$ cat src/rtl/pwm_timer_pkg.sv
package pwm_timer_pkg;

  // Strobes passed from control to datapath each cycle
  typedef struct packed {
    logic init;     // configure: counter <= reload, compare <= buffer
    logic tick;     // prescaled counting event
    logic doMatch;  // tick with counter equal to active compare
    logic doWrap;   // tick with counter at its maximum and no match
  } pwmStrobe_t;

endpackage

$ cat src/rtl/pwm_timer_ctrl.sv
module pwm_timer_ctrl
  import pwm_timer_pkg::*;
#(
  parameter int PRE_W = 3
) (
  input  logic             clk,
  input  logic             rstN,
  input  logic             timerEnable,
  input  logic [PRE_W-1:0] prescaleSel,
  input  logic             cfgInit,
  input  logic             cntAtCmp,
  input  logic             cntAtMax,
  output pwmStrobe_t       strobe
);

  localparam int DIV_W = (1 << PRE_W) - 1;

  logic [DIV_W-1:0] preCnt;
  logic [DIV_W-1:0] divMask;
  logic             tickRaw;

  // Mask of low prescaler bits that must all be 1 for a tick
  for (genvar i = 0; i < DIV_W; i++) begin : gMask
    assign divMask[i] = (prescaleSel > PRE_W'(i));
  end

  assign tickRaw = ((preCnt & divMask) == divMask);

  always_ff @(posedge clk or negedge rstN) begin
    if (!rstN) begin
      preCnt <= '0;
    end else if (cfgInit) begin
      preCnt <= '0;
    end else if (timerEnable) begin
      preCnt <= preCnt + 1'b1;
    end
  end

  always_comb begin
    strobe.init    = cfgInit;
    strobe.tick    = timerEnable && !cfgInit && tickRaw;
    strobe.doMatch = strobe.tick && cntAtCmp;
    strobe.doWrap  = strobe.tick && !cntAtCmp && cntAtMax;
  end

  // a stopped timer never produces a counting event
  a_r1_no_tick_when_stopped: assert property (@(posedge clk) disable iff (!rstN)
    !timerEnable |-> !strobe.tick);

  // with a divider of two or more, ticks are never back to back
  a_r1_tick_spacing: assert property (@(posedge clk) disable iff (!rstN)
    (strobe.tick && prescaleSel != '0) |=> (prescaleSel == '0 || !strobe.tick));

endmodule

$ cat src/rtl/pwm_timer_dp.sv
module pwm_timer_dp
  import pwm_timer_pkg::*;
#(
  parameter int CNT_W = 16
) (
  input  logic             clk,
  input  logic             rstN,
  input  pwmStrobe_t       strobe,
  input  logic             cmpLdWr,
  input  logic [CNT_W-1:0] cmpLdData,
  input  logic             loadWr,
  input  logic [CNT_W-1:0] loadData,
  output logic [CNT_W-1:0] count,
  output logic [CNT_W-1:0] compareNow,
  output logic             timerOut,
  output logic             cntAtCmp,
  output logic             cntAtMax
);

  localparam logic [CNT_W-1:0] CNT_MAX = '1;

  logic [CNT_W-1:0] cmpLdReg;
  logic [CNT_W-1:0] loadReg;

  assign cntAtCmp = (count == compareNow);
  assign cntAtMax = (count == CNT_MAX);

  // Buffer registers: written at any time, consumed only on match or init
  always_ff @(posedge clk or negedge rstN) begin
    if (!rstN) begin
      cmpLdReg <= '0;
      loadReg  <= '0;
    end else begin
      if (cmpLdWr) cmpLdReg <= cmpLdData;
      if (loadWr)  loadReg  <= loadData;
    end
  end

  always_ff @(posedge clk or negedge rstN) begin
    if (!rstN) begin
      count      <= '0;
      compareNow <= '0;
      timerOut   <= 1'b0;
    end else if (strobe.init) begin
      count      <= loadReg;
      compareNow <= cmpLdReg;
      timerOut   <= 1'b0;
    end else if (strobe.doMatch) begin
      count      <= loadReg;
      compareNow <= cmpLdReg;
      timerOut   <= 1'b1;
    end else if (strobe.doWrap) begin
      count      <= '0;
      timerOut   <= 1'b0;
    end else if (strobe.tick) begin
      count      <= count + 1'b1;
    end
  end

  // a match reloads the counter from the reload value held before the edge
  a_r2_reload_on_match: assert property (@(posedge clk) disable iff (!rstN)
    strobe.doMatch |=> count == $past(loadReg));

  // a match copies the compare buffer into the active compare
  a_r4_compare_transfer: assert property (@(posedge clk) disable iff (!rstN)
    strobe.doMatch |=> compareNow == $past(cmpLdReg));

  // output set by match, cleared with the counter by rollover
  a_r3_set_on_match: assert property (@(posedge clk) disable iff (!rstN)
    strobe.doMatch |=> timerOut);

  a_r3_clear_on_wrap: assert property (@(posedge clk) disable iff (!rstN)
    strobe.doWrap |=> (!timerOut && count == '0));

  // output moves only on match, rollover or initialise
  a_r3_out_holds: assert property (@(posedge clk) disable iff (!rstN)
    (!strobe.doMatch && !strobe.doWrap && !strobe.init) |=> $stable(timerOut));

  // without a tick or initialise the counter holds
  a_r7_count_holds: assert property (@(posedge clk) disable iff (!rstN)
    (!strobe.tick && !strobe.init) |=> $stable(count));

endmodule

$ cat src/rtl/pwm_reload_timer.sv
module pwm_reload_timer
  import pwm_timer_pkg::*;
(
  input  logic        clk,
  input  logic        rstN,
  input  logic        timerEnable,
  input  logic [2:0]  prescaleSel,
  input  logic        cfgInit,
  input  logic        cmpLdWr,
  input  logic [15:0] cmpLdData,
  input  logic        loadWr,
  input  logic [15:0] loadData,
  input  logic [1:0]  forceSel,
  output logic        pwmOut,
  output logic [15:0] countOut,
  output logic [15:0] compareOut
);

  localparam int CNT_W = 16;
  localparam int PRE_W = 3;

  pwmStrobe_t strobe;
  logic       cntAtCmp;
  logic       cntAtMax;
  logic       timerOut;

  pwm_timer_ctrl #(.PRE_W(PRE_W)) uCtrl (
    .clk         (clk),
    .rstN        (rstN),
    .timerEnable (timerEnable),
    .prescaleSel (prescaleSel),
    .cfgInit     (cfgInit),
    .cntAtCmp    (cntAtCmp),
    .cntAtMax    (cntAtMax),
    .strobe      (strobe)
  );

  pwm_timer_dp #(.CNT_W(CNT_W)) uDp (
    .clk        (clk),
    .rstN       (rstN),
    .strobe     (strobe),
    .cmpLdWr    (cmpLdWr),
    .cmpLdData  (cmpLdData),
    .loadWr     (loadWr),
    .loadData   (loadData),
    .count      (countOut),
    .compareNow (compareOut),
    .timerOut   (timerOut),
    .cntAtCmp   (cntAtCmp),
    .cntAtMax   (cntAtMax)
  );

  // Pin override: high select wins over low select
  assign pwmOut = forceSel[1] ? 1'b1 : (forceSel[0] ? 1'b0 : timerOut);

endmodule

$ cat config.mk
export PLATFORM = sky130hd
export DESIGN_NAME = pwm_reload_timer
export DESIGN_NICKNAME = d
export VERILOG_FILES = /design/src/rtl/pwm_timer_pkg.sv /design/src/rtl/pwm_timer_ctrl.sv /design/src/rtl/pwm_timer_dp.sv /design/src/rtl/pwm_reload_timer.sv
export SDC_FILE = /design/constraint.sdc
export NUM_CORES = 1
export LEC_CHECK = 0
export ABC_AREA = 1
export BUFFER_PORTS_ARGS = -buffer_cell sky130_fd_sc_hd__buf_2
export CORE_MARGIN = 5
export CORE_UTILIZATION = 45
export DETAILED_ROUTE_END_ITERATION = 6
export GPL_TIMING_DRIVEN = 0
export PLACE_DENSITY = 0.76
export SETUP_SLACK_MARGIN = 0.4
export SYNTH_ARGS = -nofsm -noshare
export SYNTH_HDL_FRONTEND = slang
export SYNTH_SLANG_ARGS = --single-unit
export TNS_END_PERCENT = 1
$ cat constraint.sdc
create_clock -name clk -period 5.1 [get_ports clk]
set_input_delay 1.02 -clock clk [delete_from_list [all_inputs] [get_ports clk]]
set_output_delay 1.02 -clock clk [all_outputs]
set_load 0.02 [all_outputs]
## After elaboration in Yosys (flattened, before gate mapping)

Cells that the tools add are included.

- $add $sub $neg: 2
- Multipliers: 0
- Divide/modulo/power cells: 0
- $lt $le $gt $ge: 7
- Equality and inequality tests: 3
- Shift operators: 0
- Mux-type cells: 13
- Bitwise logic cells: 1
- Reduce and logical (&&, ||, !) cells: 11

Operators with widths:

| kind | count |
|---|---|
| $mux 16 | 6 |
| $add 16x1->16 const B | 1 |
| $eq 16x16->1 | 1 |
| $eq 16x16->1 const B | 1 |
| $mux 7 | 2 |
| $gt 3x3->1 const B | 3 |
| $add 7x1->7 const B | 1 |
| $and 7x7->7 | 1 |
| $eq 7x7->1 | 1 |
| $gt 3x1->1 const B | 2 |
| $gt 3x2->1 const B | 2 |
| $logic_and 1x1->1 | 5 |
| $mux 1 | 5 |
| $reduce_bool 2->1 | 2 |
| $reduce_bool 4->1 | 1 |
| $reduce_bool 3->1 | 1 |
| $logic_not 1->1 | 2 |

- Register bits after elaboration: 72
- Bits in latches: 0
- Bits in writable memories: 0
- ROM bits: 0
- Input port bits: 43
- Memories: 0

## Logic depth before layout (Yosys ltp)

- Depth in word-level cells: 9
- Depth in mapped cells: 13
- Mapped depth without buffers: 11

## Cells and area by module

A second synthesis with hierarchy kept.

- Cells, all modules: 440
- Area, all modules: 3624.7 um2

Modules (own cells, without submodules):

| module | times used | cells an instance | area an instance (um2) |
|---|---|---|---|
| pwm_timer_dp | 1 | 375 | 3164.3 |
| pwm_timer_ctrl | 1 | 61 | 445.4 |
| pwm_reload_timer | 1 | 4 | 15.0 |

## Least setup slack after synthesis

No wires, ideal clock.

- Path kind: in2out
- Start: input forceSel[0]
- End: output pwmOut
- Arrival: 1.364 ns
- Path slack: 2.716 ns
- Cell stages on the path: 1
- Path through: o21bai_1

- Longest elaborated chain between the ends: 2

RTL lines:

| element | RTL line | source |
|---|---|---|
| from (decl) | pwm_reload_timer.sv:13 | `input logic [1:0] forceSel,` |
| $mux 1 (2 in a row) | pwm_reload_timer.sv:54 | `assign pwmOut = forceSel[1] ? 1'b1 : (forceSel[0] ? 1'b0 : timerOut);` |
| to (decl) | pwm_reload_timer.sv:14 | `output logic pwmOut,` |

Every way passes these cells.

## Worst setup path in the final report

Ends and elaborated chain as after synthesis.

==> results.txt <==
- Entering global routing, the biggest net connects 73 pins.
- Number of placement rows: 33
- In this run the most critical hold path is launched from uDp.cmpLdReg[2].
- By startpoint and endpoint, the worst setup path is classified as in2out.
* Setup repair after global routing missed its margin: false
- Seq cells post-synth: 72
- Switching power: 0.484 mW
- The die covers 10400 um2.
* Clock Sink Count: 72
* Max-Slew Margin vs Limit: 39.9%
- Number of hold buffers added after CTS: 0
- Netlist area before placement: 3790 um2
- The detailed router finished its first iteration with 137 violations.
- Counting instances, the worst hold path has a depth of 2.
* Layout area overhead: 19.0%
- Instance area after placement: 4290 um2
* Worst Setup Slack post-DPL: 2.47 ns
- Mapped Avg Cell Area: 8.79 um2
- Global routing finished with a remaining overflow of 0.
- Routed signal wires occupy layers up through met4.
* Share of total power in the clock network: 32.5%
- No sink is reached through more buffers than the 2 on the longest clock path.
- Combinational share of power: 22.1%
- CTS Buf Count: 9
- The worst register-to-register path begins at uDp.count[1].
- Post-route cell area: 4510 um2
* Overall routed net length: 8760 um
* Final Skew: 0.0111 ns
- CTS built an H-tree with a depth of 3.
* Register share of total power: 45.4%
- In this run the register-to-register setup slack is 3.18 ns.
- In this run switching power makes up 31.4% of total power.
- Total power after layout: 1.54 mW
- Reg-to-reg endpoint: uDp.count[15]
* Total global-route track usage: 18.0%
* Crit end category: output port
- At the end of routability-driven placement, the weighted congestion stood at 0.943.
- For the pin with the worst max-slew slack, the measured transition is 0.902 ns.
- Wire segments on met2 add up to 4190 um in the final route.
- In this run, distinct cell masters in the synthesized netlist total 31.
* CTS Root Cell: sky130_fd_sc_hd__clkbuf_8
* Total vias in the final route: 3119
- After the last flow step, the layout net total stands at 560.
- Setup TNS after final layout: 0 ns
- Static power due to leakage: 2.23 nW
* Die boundary width: 102 um
* Wire length of the first global-routing pass: 14600 um
- Internal Power: 1.06 mW
- Die height: 102 um
* Number of buffer cells added on primary ports: 73
* Via density: 4.99
* Number of max-slew violations in the final report: 0
* Fin worst setup slack: 2.67 ns
- Final critical-path required period: 2.43 ns
* Met1 wire length: 3840 um
- Max-cap violations in this run came to 0.
* Share of the cycle needed by the critical path after routing: 47.7%
* Worst EP required: 4.08 ns
- Clock-pin slew was measured on the worst setup and hold paths at 0.07 ns.
* Vias in the first global route: 3177
- In this run the worst hold path is classified as reg2reg.
* Endpoints failing setup: 0
- CTS tree: yes
- The pre-antenna-repair detailed-routing pass consisted of 4 iterations.
* Final hold slack: 0.483 ns
- Sum of net half-perimeters after detailed placement: 6530 um
- In this run the power density over the cells is 342 nW/um2.
- Resize count post-CTS: 0
* Residual DRC count: 0
* Worst vdd ir: 0.184 mV
* CP max FO: 1
* Drt wl/cell: 14.0 um
* Warnings from Yosys: 0
* Final ANT Viol Nets: 0
* Ratio of cells with drive above 1 in the final layout: 32.1%
* Amount of wire on met3 after detailed routing: 621 um
- Diode count: 0
- Fmax: 411 MHz
* Share of the yosys chip area belonging to registers: 47.6%
- Arrival time reported for the critical path endpoint: 1.41 ns
- After clock tree synthesis, the setup repair step added 0 buffers.
- Clk_lat worst skew: 0.35 ns
- The run finished with clean final reports.
* Number of nets produced by synthesis: 476
- Placeable Area: 8220 um2
* Initial cell density of the core: 46.1%
* End point of the worst hold path: uDp.compareNow[2]
* Worst setup SP type: input port
* Instance count of the mapped netlist: 431
* Number of hold violations in the final report: 0
- Measured in cells, the most critical reg-to-reg path has a length of 9.
- Initial antenna violation count: 0
- Pin placement for this block handled 76 I/O pins.
[logic make-up after synthesis]
kind of cell    Yosys count  synth area share [%]
simple gates            185                  21.3
flops                    72                  47.6
buf+inv                  67                  7.99
compound gates           63                  10.6
mux                      32                  9.51
xor+xnor                 10                  2.31
fa+ha+maj                 2                 0.661
[per-stage QoR]
step           instances  util [%]
2_1_floorplan        431         -
3_3_place_gp         609      52.1
3_5_place_dp         609      52.2
4_1_cts              625      54.9
5_1_grt              625      54.9
6_report             625      54.9
[cell usage after synthesis, drive strengths merged]
library cell,n,area [um2]
a21oi,36,259
a22o,1,8.76
a31oi,1,6.26
buf,10,87.6
clkbuf,6,23.8
dfrtp,72,1800
ha,2,25.0
inv,51,191
mux2,32,360
nand2,106,408
nand3,11,77.6
nand4,18,113
nor2,44,178
nor3,5,25.0
nor3b,1,7.51
o21ai,24,120
o21bai,1,7.51
xor2,10,87.6
[layer usage]
layer / global-route usage, % / vias up
met1: 23.2 / 1458
met5: 0 / -
met3: 6.06 / 9
met2: 29.4 / 88
met4: 4.40 / 0
li1: - / 1564
[worst max-delay path by stage]
stage,start,end,slack [ns],depth (start not counted)
6_report,forceSel[0],pwmOut,2.67,3
3_3_place_gp,cfgInit,uDp.compareNow[1],2.50,12
2_1_floorplan,forceSel[0],pwmOut,2.72,1
5_1_grt,forceSel[0],pwmOut,2.64,3
4_1_cts,forceSel[0],pwmOut,2.67,3
3_5_place_dp,cfgInit,uDp.compareNow[1],2.47,11
[placed cells by master (no fill, tap or decap), types with 17 or more instances in the layout]
cell type / n
sky130_fd_sc_hd__nor2_1: 41
sky130_fd_sc_hd__inv_1: 40
sky130_fd_sc_hd__o21ai_0: 24
sky130_fd_sc_hd__a21oi_1: 17
sky130_fd_sc_hd__buf_2: 72
sky130_fd_sc_hd__a21oi_2: 18
sky130_fd_sc_hd__nand4_1: 18
sky130_fd_sc_hd__nand2_1: 104
sky130_fd_sc_hd__dfrtp_1: 72
sky130_fd_sc_hd__mux2_2: 32
[critical path: stages]
cell	delay, ns
sky130_fd_sc_hd__buf_2	0.09
sky130_fd_sc_hd__o21bai_1	0.12
sky130_fd_sc_hd__buf_2	0.18
[registers in the layout (all words and copies together), names as in the netlist]
| name | cells |
|---|---|
| uDp.cmpLdReg | 16 |
| uDp.loadReg | 16 |
| uDp.timerOut | 1 |
| uCtrl.preCnt | 7 |
| uDp.compareNow | 16 |
| uDp.count | 16 |
[power by group through the flow]
stage	clock (mW)	combinational, mW	sequential, mW
final	0.501	0.340	0.699
after CTS	0.511	0.342	0.699
after detailed placement	0	0.340	0.710
after floorplan	0	0.194	0.736
after global placement	0	0.332	0.708
after global routing	0.541	0.381	0.709
[area by class of cell]
class / count / area [um2]
Sequential cell: 72 / 1800
Clock inverter: 5 / 78.8
Clock buffer: 11 / 141
Timing Repair Buffer: 73 / 368
Buffer: 16 / 111
Inverter: 51 / 191
Fill cell: 766 / 3710
Tap cell: 105 / 131
Multi-Input combinational cell: 292 / 1680
(Power assumes the default switching activity.)
